===== config.mk =====
export PLATFORM = sky130hd
export DESIGN_NAME = cdesc_seq
export DESIGN_NICKNAME = d
export VERILOG_FILES = /design/src/rtl/cdesc_pkg.sv /design/src/rtl/cdesc_check.sv /design/src/rtl/cdesc_timer.sv /design/src/rtl/cdesc_seq.sv
export SDC_FILE = /design/constraint.sdc
export NUM_CORES = 1
export LEC_CHECK = 0
export BUFFER_PORTS_ARGS = -buffer_cell sky130_fd_sc_hd__buf_2
export CORE_MARGIN = 5
export CORE_UTILIZATION = 51
export DETAILED_ROUTE_END_ITERATION = 6
export PLACE_DENSITY = 0.86
export REMOVE_ABC_BUFFERS = 1
export SLEW_MARGIN = 20
export SYNTH_ARGS = -nofsm -noshare
export SYNTH_HDL_FRONTEND = slang
export SYNTH_SLANG_ARGS = --single-unit

===== constraint.sdc =====
create_clock -name clk -period 6 [get_ports clk]
set_clock_uncertainty 0.1 [all_clocks]
set_input_delay 0.6 -clock clk [delete_from_list [all_inputs] [get_ports clk]]
set_output_delay 0.6 -clock clk [all_outputs]
set_load 0.1 [all_outputs]

===== src/rtl/cdesc_pkg.sv =====
package cdesc_pkg;

  localparam int CNT_W = 11;
  localparam int SEL_W = 3;

  typedef struct packed {
    logic [CNT_W-1:0] out_cnt;
    logic [CNT_W-1:0] in_cnt;
    logic             sop;
    logic             eop;
    logic             xor_m;
    logic             last;
    logic [SEL_W-1:0] enc_sel;
    logic [SEL_W-1:0] hash_sel;
  } desc_t;

  typedef enum logic [1:0] {
    ST_OK   = 2'b00,
    ST_TMO  = 2'b01,
    ST_HASH = 2'b10,
    ST_FMT  = 2'b11
  } status_e;

  function automatic desc_t split_words(input logic [31:0] c, input logic [31:0] x);
    desc_t d;
    d.out_cnt  = c[31:21];
    d.in_cnt   = c[20:10];
    d.sop      = c[9];
    d.eop      = c[8];
    d.xor_m    = c[4];
    d.last     = c[3];
    d.hash_sel = x[6:4];
    d.enc_sel  = x[2:0];
    return d;
  endfunction

  // counts between 1 and 7 are not allowed
  function automatic logic short_count(input logic [CNT_W-1:0] n);
    return (n != '0) && (n < CNT_W'(8));
  endfunction

  function automatic logic [CNT_W-1:0] digest_len(input logic [SEL_W-1:0] sel,
                                                  input logic [7:0] long_mask);
    return long_mask[sel] ? CNT_W'(20) : CNT_W'(16);
  endfunction

endpackage


===== src/rtl/cdesc_check.sv =====
module cdesc_check
  import cdesc_pkg::*;
#(
  parameter logic [7:0] LONG_SETS = 8'b0111_0000
) (
  input  desc_t d,
  output logic  bad
);
  localparam logic [SEL_W-1:0] SEL_RSV = '1;

  logic cnt_bad, sel_bad, hash_short, digest_bad;

  always_comb begin
    cnt_bad    = short_count(d.in_cnt) || short_count(d.out_cnt);
    sel_bad    = (d.enc_sel == SEL_RSV) || (d.hash_sel == SEL_RSV);
    hash_short = (d.hash_sel != '0) && (d.in_cnt < CNT_W'(8));
    digest_bad = (d.hash_sel != '0) && d.eop &&
                 (d.out_cnt != digest_len(d.hash_sel, LONG_SETS));
    bad = cnt_bad || sel_bad || hash_short || digest_bad;
  end

  always_comb begin
    assert_short_in_R3: assert (!(d.in_cnt == CNT_W'(5)) || bad);
    assert_rsv_sel_R2:  assert (!(d.hash_sel == SEL_RSV) || bad);
  end

endmodule


===== src/rtl/cdesc_timer.sv =====
module cdesc_timer #(
  parameter int TMO_W = 16
) (
  input  logic             clk,
  input  logic             rst_n,
  input  logic             load,
  input  logic             run,
  input  logic [TMO_W-1:0] limit,
  output logic             expired
);
  logic [TMO_W-1:0] cnt;

  always_ff @(posedge clk or negedge rst_n) begin
    if (!rst_n)                cnt <= '0;
    else if (load)             cnt <= limit;
    else if (run && cnt != '0) cnt <= cnt - 1'b1;
  end

  assign expired = run && (cnt == '0);

endmodule


===== src/rtl/cdesc_seq.sv =====
module cdesc_seq
  import cdesc_pkg::*;
#(
  parameter int         TMO_W     = 16,
  parameter logic [7:0] LONG_SETS = 8'b0111_0000
) (
  input  logic             clk,
  input  logic             rst_n,
  input  logic             desc_valid,
  output logic             desc_ready,
  input  logic [31:0]      desc_ctrl,
  input  logic [31:0]      desc_idx,
  input  logic [TMO_W-1:0] tmo_limit,
  output logic             eng_rst,
  output logic             eng_start,
  output logic [10:0]      eng_in_bytes,
  output logic [10:0]      eng_out_bytes,
  output logic [2:0]       eng_enc_sel,
  output logic [2:0]       eng_hash_sel,
  output logic             eng_xor,
  output logic             eng_last,
  output logic             eng_eop,
  input  logic             eng_done,
  input  logic             eng_herr,
  output logic             wb_valid,
  output logic [1:0]       wb_err,
  input  logic [1:0]       irq_clr,
  output logic [1:0]       irq_flags,
  output logic             irq
);
  typedef enum logic [1:0] {S_IDLE, S_RST, S_GO, S_WAIT} state_e;

  state_e  state;
  desc_t   dec, cur;
  logic    bad, expired;
  logic    skip_q;
  status_e skip_code;

  // named events for the checks
  logic acc, hash_evt, done_evt, tmo_evt, fin_evt;
  status_e fin_code;

  logic unused_rsv;
  assign unused_rsv = ^{desc_ctrl[7:5], desc_ctrl[2:0], desc_idx[31:7], desc_idx[3]};

  assign dec = split_words(desc_ctrl, desc_idx);

  cdesc_check #(.LONG_SETS(LONG_SETS)) u_check (.d(dec), .bad(bad));

  cdesc_timer #(.TMO_W(TMO_W)) u_timer (
    .clk(clk), .rst_n(rst_n), .load(eng_start), .run(state == S_WAIT),
    .limit(tmo_limit), .expired(expired)
  );

  assign desc_ready = (state == S_IDLE);
  assign acc        = desc_valid && desc_ready;
  assign eng_rst    = (state == S_RST);
  assign eng_start  = (state == S_GO);

  assign hash_evt = (state == S_WAIT) && eng_herr;
  assign done_evt = (state == S_WAIT) && eng_done && !eng_herr;
  assign tmo_evt  = expired && !eng_done && !eng_herr;
  assign fin_evt  = hash_evt || done_evt || tmo_evt;
  assign fin_code = hash_evt ? ST_HASH : (tmo_evt ? ST_TMO : ST_OK);

  assign eng_in_bytes  = cur.in_cnt;
  assign eng_out_bytes = cur.out_cnt;
  assign eng_enc_sel   = cur.enc_sel;
  assign eng_hash_sel  = cur.hash_sel;
  assign eng_xor       = cur.xor_m;
  assign eng_last      = cur.last;
  assign eng_eop       = cur.eop;

  always_ff @(posedge clk or negedge rst_n) begin
    if (!rst_n) begin
      state     <= S_IDLE;
      cur       <= '0;
      skip_q    <= 1'b0;
      skip_code <= ST_OK;
      wb_valid  <= 1'b0;
      wb_err    <= 2'b00;
    end else begin
      wb_valid <= 1'b0;
      unique case (state)
        S_IDLE: if (acc) begin
          cur <= dec;
          if (skip_q) begin
            wb_valid <= 1'b1;
            wb_err   <= skip_code;
            if (dec.eop) skip_q <= 1'b0;
          end else if (bad) begin
            wb_valid <= 1'b1;
            wb_err   <= ST_FMT;
            if (!dec.eop) begin
              skip_q    <= 1'b1;
              skip_code <= ST_FMT;
            end
          end else begin
            state <= dec.sop ? S_RST : S_GO;
          end
        end
        S_RST: state <= S_GO;
        S_GO:  state <= S_WAIT;
        S_WAIT: if (fin_evt) begin
          state    <= S_IDLE;
          wb_valid <= 1'b1;
          wb_err   <= fin_code;
          if (fin_code != ST_OK && !cur.eop) begin
            skip_q    <= 1'b1;
            skip_code <= fin_code;
          end
        end
        default: state <= S_IDLE;
      endcase
    end
  end

  always_ff @(posedge clk or negedge rst_n) begin
    if (!rst_n) irq_flags <= 2'b00;
    else        irq_flags <= (irq_flags & ~irq_clr) | {hash_evt, tmo_evt};
  end

  assign irq = |irq_flags;

  assert_rst_before_go_R6: assert property (@(posedge clk) disable iff (!rst_n)
    eng_rst |=> eng_start);
  assert_skip_no_dispatch_R9: assert property (@(posedge clk) disable iff (!rst_n)
    (acc && skip_q) |=> (!eng_rst && !eng_start && wb_valid));
  assert_tmo_status_R8: assert property (@(posedge clk) disable iff (!rst_n)
    tmo_evt |=> (wb_valid && wb_err == 2'b01 && irq_flags[0]));
  assert_hash_status_R7: assert property (@(posedge clk) disable iff (!rst_n)
    hash_evt |=> (wb_valid && wb_err == 2'b10 && irq_flags[1]));
  assert_one_phase_R11: assert property (@(posedge clk) disable iff (!rst_n)
    $onehot0({eng_rst, eng_start, desc_ready}));
  assert_flag_sticky_R10: assert property (@(posedge clk) disable iff (!rst_n)
    (irq_flags[0] && !irq_clr[0]) |=> irq_flags[0]);

endmodule


== Yosys cells after proc, flatten, opt, wreduce, memory -nomap -nowiden ==
Memories as Yosys holds them, arrays and structs flattened.
Index checks and enable logic that the tools add are counted.

* Register bits: 57
* Latch bits: 0
* RAM bits: 0
* Memory bits (read-only): 8
* Input port bits: 87
* Output and inout bits: 40
* Logic and storage cells: 111
* Memories kept: 1

{| class="wikitable"
|+ Memory list
! name !! depth !! width !! read ports !! clocked after Yosys merged registers in !! wr ports !! line !! source
|-
| (name not given) || 8 || 1 || 1 || 0 || 0 || cdesc_pkg.sv:44 || <nowiki>return long_mask[sel] ? CNT_W'(20) : CNT_W'(16);</nowiki>
|}

* Add/subtract/negate cells: 1
* Multiply operators: 0
* Div/mod/pow operators: 0
* $lt $le $gt $ge: 3
* Eq/ne operators: 14
* Shift-type cells: 0
* Muxes and demuxes: 36
* Bitwise operators: 3
* Reduce and logical (&&, ||, !) cells: 39

{| class="wikitable"
|+ Operators by type and width
! cell !! number
|-
| 2-to-1 mux 16 bit || 2
|-
| 2-to-1 mux 2 bit || 16
|-
| less-than comparator 11 x 4 -> 1 bit (second input constant) || 2
|-
| nonzero test 11 bit || 2
|-
| logical NOT 16 bit || 1
|-
| nonzero test 16 bit || 1
|-
| subtractor 16 x 1 -> 16 bit (second input constant) || 1
|-
| logical AND 1 bit || 14
|-
| 2-to-1 mux 1 bit || 12
|-
| AND reduction 4 bit || 3
|-
| != test 11 bit || 1
|-
| != test 2 bit (second input constant) || 5
|-
| one-hot mux 2 bit (2 select lines) || 2
|-
| one-hot mux 2 bit (4 select lines) || 1
|-
| logical OR 1 bit || 7
|-
| AND reduction 7 bit || 1
|-
| equality test 3 bit (second input constant) || 2
|-
| nonzero test 2 bit || 3
|-
| equality test 2 bit (second input constant) || 2
|-
| less-than comparator 3 x 4 -> 1 bit (second input constant) || 1
|-
| != test 2 x 1 -> 1 bit (second input constant) || 2
|-
| one-hot mux 1 bit (2 select lines) || 2
|-
| logical NOT 1 bit || 3
|-
| 2-to-1 mux 3 bit || 1
|-
| other kinds (9) || 9
|}

== Longest topological paths before layout ==
* Depth after elaboration: 11
* Gate-level depth with buffers: 8
* Depth with buffers taken out: 7

== By module ==
Synthesis repeated with hierarchy kept, for this count alone.

* Cells, all modules: 267
* Area, all modules: 2951.6 µm²

{| class="wikitable"
|+ By module, submodules not included
! module !! times used !! cells an instance !! area each (µm²) !! sequential area each (µm²)
|-
| cdesc_seq || 1 || 132 || 1780.5 || 1026.0
|-
| cdesc_timer || 1 || 116 || 1049.8 || 400.4
|-
| cdesc_check || 1 || 19 || 121.4 || 0.0
|}

== Worst setup path before layout ==
Ideal clock, no wire load.

* Path type: register to register
* Start point: reg state[0]
* End point: reg state[1]
* Arrival time: 2.513 ns
* Data required time: 5.778 ns
* Path slack: 3.265 ns
* Cell stages (with the launch flop): 9
* Period minus slack after synthesis: 2.735 ns
* Path through: dfrtp_1 inv_1 ha_1 clkbuf_1 nand2_1 or3b_2 o32a_1 nor2_1 a21oi_1

{| class="wikitable"
|+ RTL lines
! element !! line !! source
|-
| start, declared || cdesc_seq.sv:33 || <nowiki>state_e state;</nowiki>
|-
| start signal, assigned || cdesc_seq.sv:99 || <nowiki>state <= dec.sop ? S_RST : S_GO;</nowiki>
|-
| logical NOT 2 bit (*) || cdesc_seq.sv:55 || <nowiki>assign desc_ready = (state == S_IDLE);</nowiki>
|-
| named net desc_ready || cdesc_seq.sv:10 || <nowiki>output logic desc_ready,</nowiki>
|-
| logical AND 1 bit || cdesc_seq.sv:56 || <nowiki>assign acc = desc_valid && desc_ready;</nowiki>
|-
| != test 2 x 1 -> 1 bit (no line) || - ||
|-
| AND reduction 4 bit (no line) || - ||
|}

The timed path passes the listed nets; every way through them passes the cells marked *.
A chain may end at the register's enable or synchronous reset.

== Worst setup path after layout ==
* Start point: in desc_ctrl[28]
* End point: reg skip_code[1]

* Word-level cells in the longest chain between the ends: 8

{| class="wikitable"
|+ Ends and longest elaborated chain
! element !! line !! source
|-
| start, declared || cdesc_seq.sv:11 || <nowiki>input logic [31:0] desc_ctrl,</nowiki>
|-
| less-than comparator 11 x 4 -> 1 bit or nonzero test 11 bit (tied branches) || cdesc_pkg.sv:39 || <nowiki>return (n != '0) && (n < CNT_W'(8));</nowiki>
|-
| logical AND 1 bit || cdesc_pkg.sv:39 ||
|-
| logical OR 1 bit || cdesc_check.sv:14 || <nowiki>cnt_bad = short_count(d.in_cnt) || short_count(d.out_cnt);</nowiki>
|-
| logical OR 1 bit (2 in a row) || cdesc_check.sv:19 || <nowiki>bad = cnt_bad || sel_bad || hash_short || digest_bad;</nowiki>
|-
| logical OR 1 bit (*) || cdesc_check.sv:19 ||
|-
| != test 2 x 1 -> 1 bit (no line) (*) || - ||
|-
| AND reduction 7 bit (no line) (*) || - ||
|-
| end signal, assigned || cdesc_seq.sv:110 || <nowiki>skip_code <= fin_code;</nowiki>
|-
| end, declared || cdesc_seq.sv:37 || <nowiki>status_e skip_code;</nowiki>
|}

Mark *: on every way between the ends. The rest lies on a longest branch, timed or not.

==> run metrics <==
status finished, final reports clean; maximum fanout along the worst path 6; Slew Limit Headroom 0.5159; Hold Path Class input pin to asynchronous set/reset pin; H-tree Lvls 3; depth of the most critical reg-to-reg path 6; area of the die 7095 µm²; fin crit period 2.567 ns; synth top area cells dfrtp_1 51%, mux2_2 14%, xnor2_1 3.7%; Clock Tree Buf Depth 2; Pre-Repair DR Iteration Count 4; Placement Setup Slack 3.102 ns; post-synthesis instance area 2810 µm²; initial antenna violation count 0; setup bufs post-CTS 0; post-synth top area cell dfrtp_1; Setup Total Neg Slack 0 ns; top cell type's share of synthesized area 0.5076; GRT Resource Usage Total 0.2058; clock root buffer clkbuf_8; wire length per cell 15.46 µm; worst reg2reg startpoint u_timer.cnt[4]; final hold violation count 0; worst reg2reg setup slack 3.46 ns; period utilisation layout 0.4278; Worst Max-Slew Pin Slew 0.7261 ns; Seq/Total Area, Yosys 0.5076; crit path launch type input pin; Setup WS post-layout 3.433 ns; clk slew on worst S/H paths 0.06 ns; Synth Flop Type dfrtp_1; Worst EP required 6.11 ns; Port-buffer cells 94; RSZ-0062 raised after global routing false; first-pass GRT wire length 11720 µm; Syn-to-layout area delta 27.69%; CTS Sinks 57; total gr overflow 0; Vias/cell 5.274; Starting Density 0.5167; placed instance area 3359 µm²; clk_lat worst skew 0.33 ns; ANT cells 0; largest net degree at the start of global routing 58; nets 443; standard-cell rows 27; Core ar. 5439 µm²; Max Slew Vio Count 0; I/O pin cnt 127; hold-fix buffers at CTS 0; Syn Inst Count 251; dpl cells 411; synth unique cells 47; CTS resizes 0; GP Congestion 0.8014; DRC viols 0; asr flop ratio synth 1.000; Fill cells 445; Total Routed Length 6600 µm; Finished Cell Area 3588 µm²; Synthesis Warnings 0; non-filler cells, final 427; max cap viols 0; CTS tree built; Yosys reg bits 57; layout cell share with drive strength beyond 1 0.4535; hpwl dp 4950 µm; Num CTS Buffers 9; Post-synth EDFFs 0; worst r2r dst skip_code[1]; final setup fails 0; ANT nets after route 0; detailed-route via count 2252; Crit Path Class input pin to register; die height 84.23 µm; crit path DAT 2.68 ns; CP Capture Type register; fmax 389.6 MHz; initial DRC count 61; Mean Syn Cell Area 11.20 µm²; Die X 84.23 µm; via count of the first global-routing pass 2497
synthesized netlist by cell type (all sizes together) (2+ instances only):
| cell type | n |
|---|---|
| nand3 | 6 |
| nor2 | 14 |
| xor2 | 3 |
| a21o | 2 |
| nor4 | 11 |
| dfrtp | 57 |
| clkbuf | 6 |
| a21oi | 3 |
| nand3b | 3 |
| nor3 | 6 |
| nand2 | 26 |
| or3 | 4 |
| a31oi | 2 |
| or4 | 3 |
| o32a | 2 |
| o21ai | 19 |
| xnor2 | 12 |
| buf | 3 |
| nor3b | 2 |
| inv | 10 |
| mux2 | 37 |
| ha | 6 |
cell type report:
cell class	instances	area (µm²)	area share
Multi-Input combinational cell	175	1313	0.3658
Timing Repair Buffer	97	493.0	0.1374
Sequential cell	57	1426	0.3975
Tap cell	72	90.09	0.02510
Clock buffer	10	137.6	0.03835
Inverter	10	37.54	0.01046
Clock inverter	6	91.34	0.02545
registers in the layout (all words and copies together), names as in the netlist:
register	flops
skip_q	1
eng_out_bytes	11
eng_enc_sel	3
eng_hash_sel	3
skip_code	2
wb_err	2
state	2
eng_in_bytes	11
u_timer.cnt	16
eng_xor	1
wb_valid	1
irq_flags	2
eng_eop	1
eng_last	1
cell families (layout without fill, tap and decap cells):
group,count (synthesis),count (layout),synth area share
buffers and inverters,19,123,0.02538
XOR/XNOR,15,15,0.04675
flip-flops,57,57,0.5076
adder cells (fa/ha/maj),6,6,0.02671
AND/OR/NAND/NOR,80,80,0.1603
AO/OA/AOI/OAI,36,36,0.08148
multiplexers,38,38,0.1518
critical path: stages:
cell and delay (ns):
buf_2 0.11, or4_4 0.54, nor4_2 0.51, o21ai_1 0.13, a2111o_1 0.47, mux2_1 0.32
metrics by stage:
stage          hold WS, ns    util
2_1_floorplan       0.2044       -
3_3_place_gp        0.3783  0.6177
3_5_place_dp        0.3883  0.6177
4_1_cts             0.3133  0.6598
5_1_grt             0.3483  0.6598
6_report            0.3003  0.6598
layout by cell type, fill, tap and decap left out, types with 8 or more instances in the layout:
master / instances
o21ai_0: 15
dfrtp_1: 57
xnor2_1: 12
clkbuf_8: 10
nand2_1: 26
buf_2: 94
mux2_2: 35
nor4_1: 8
inv_1: 10
nor2_1: 14
how the worst max path moves through the flow:
stage / startpoint / end
after floorplan: state[0] / skip_q
final: desc_ctrl[28] / skip_code[1]
after detailed placement: desc_ctrl[28] / skip_code[1]
after CTS: u_timer.cnt[4] / skip_code[1]
after global placement: desc_ctrl[28] / skip_code[1]
after global routing: u_timer.cnt[4] / skip_code[0]
per-layer routing:
layer | part of all wire | track usage | wire [µm]
met1 | 0.41 | 0.2390 | 2709
met2 | 0.47 | 0.3321 | 3106
met3 | 0.11 | 0.1070 | 700
met4 | 0.013 | 0.06140 | 84
met5 | 0 | 0 | 0
Power is left out: the tool's default activity adds up to more than one toggle a clock period on the data nets, which glitch-free logic cannot reach.
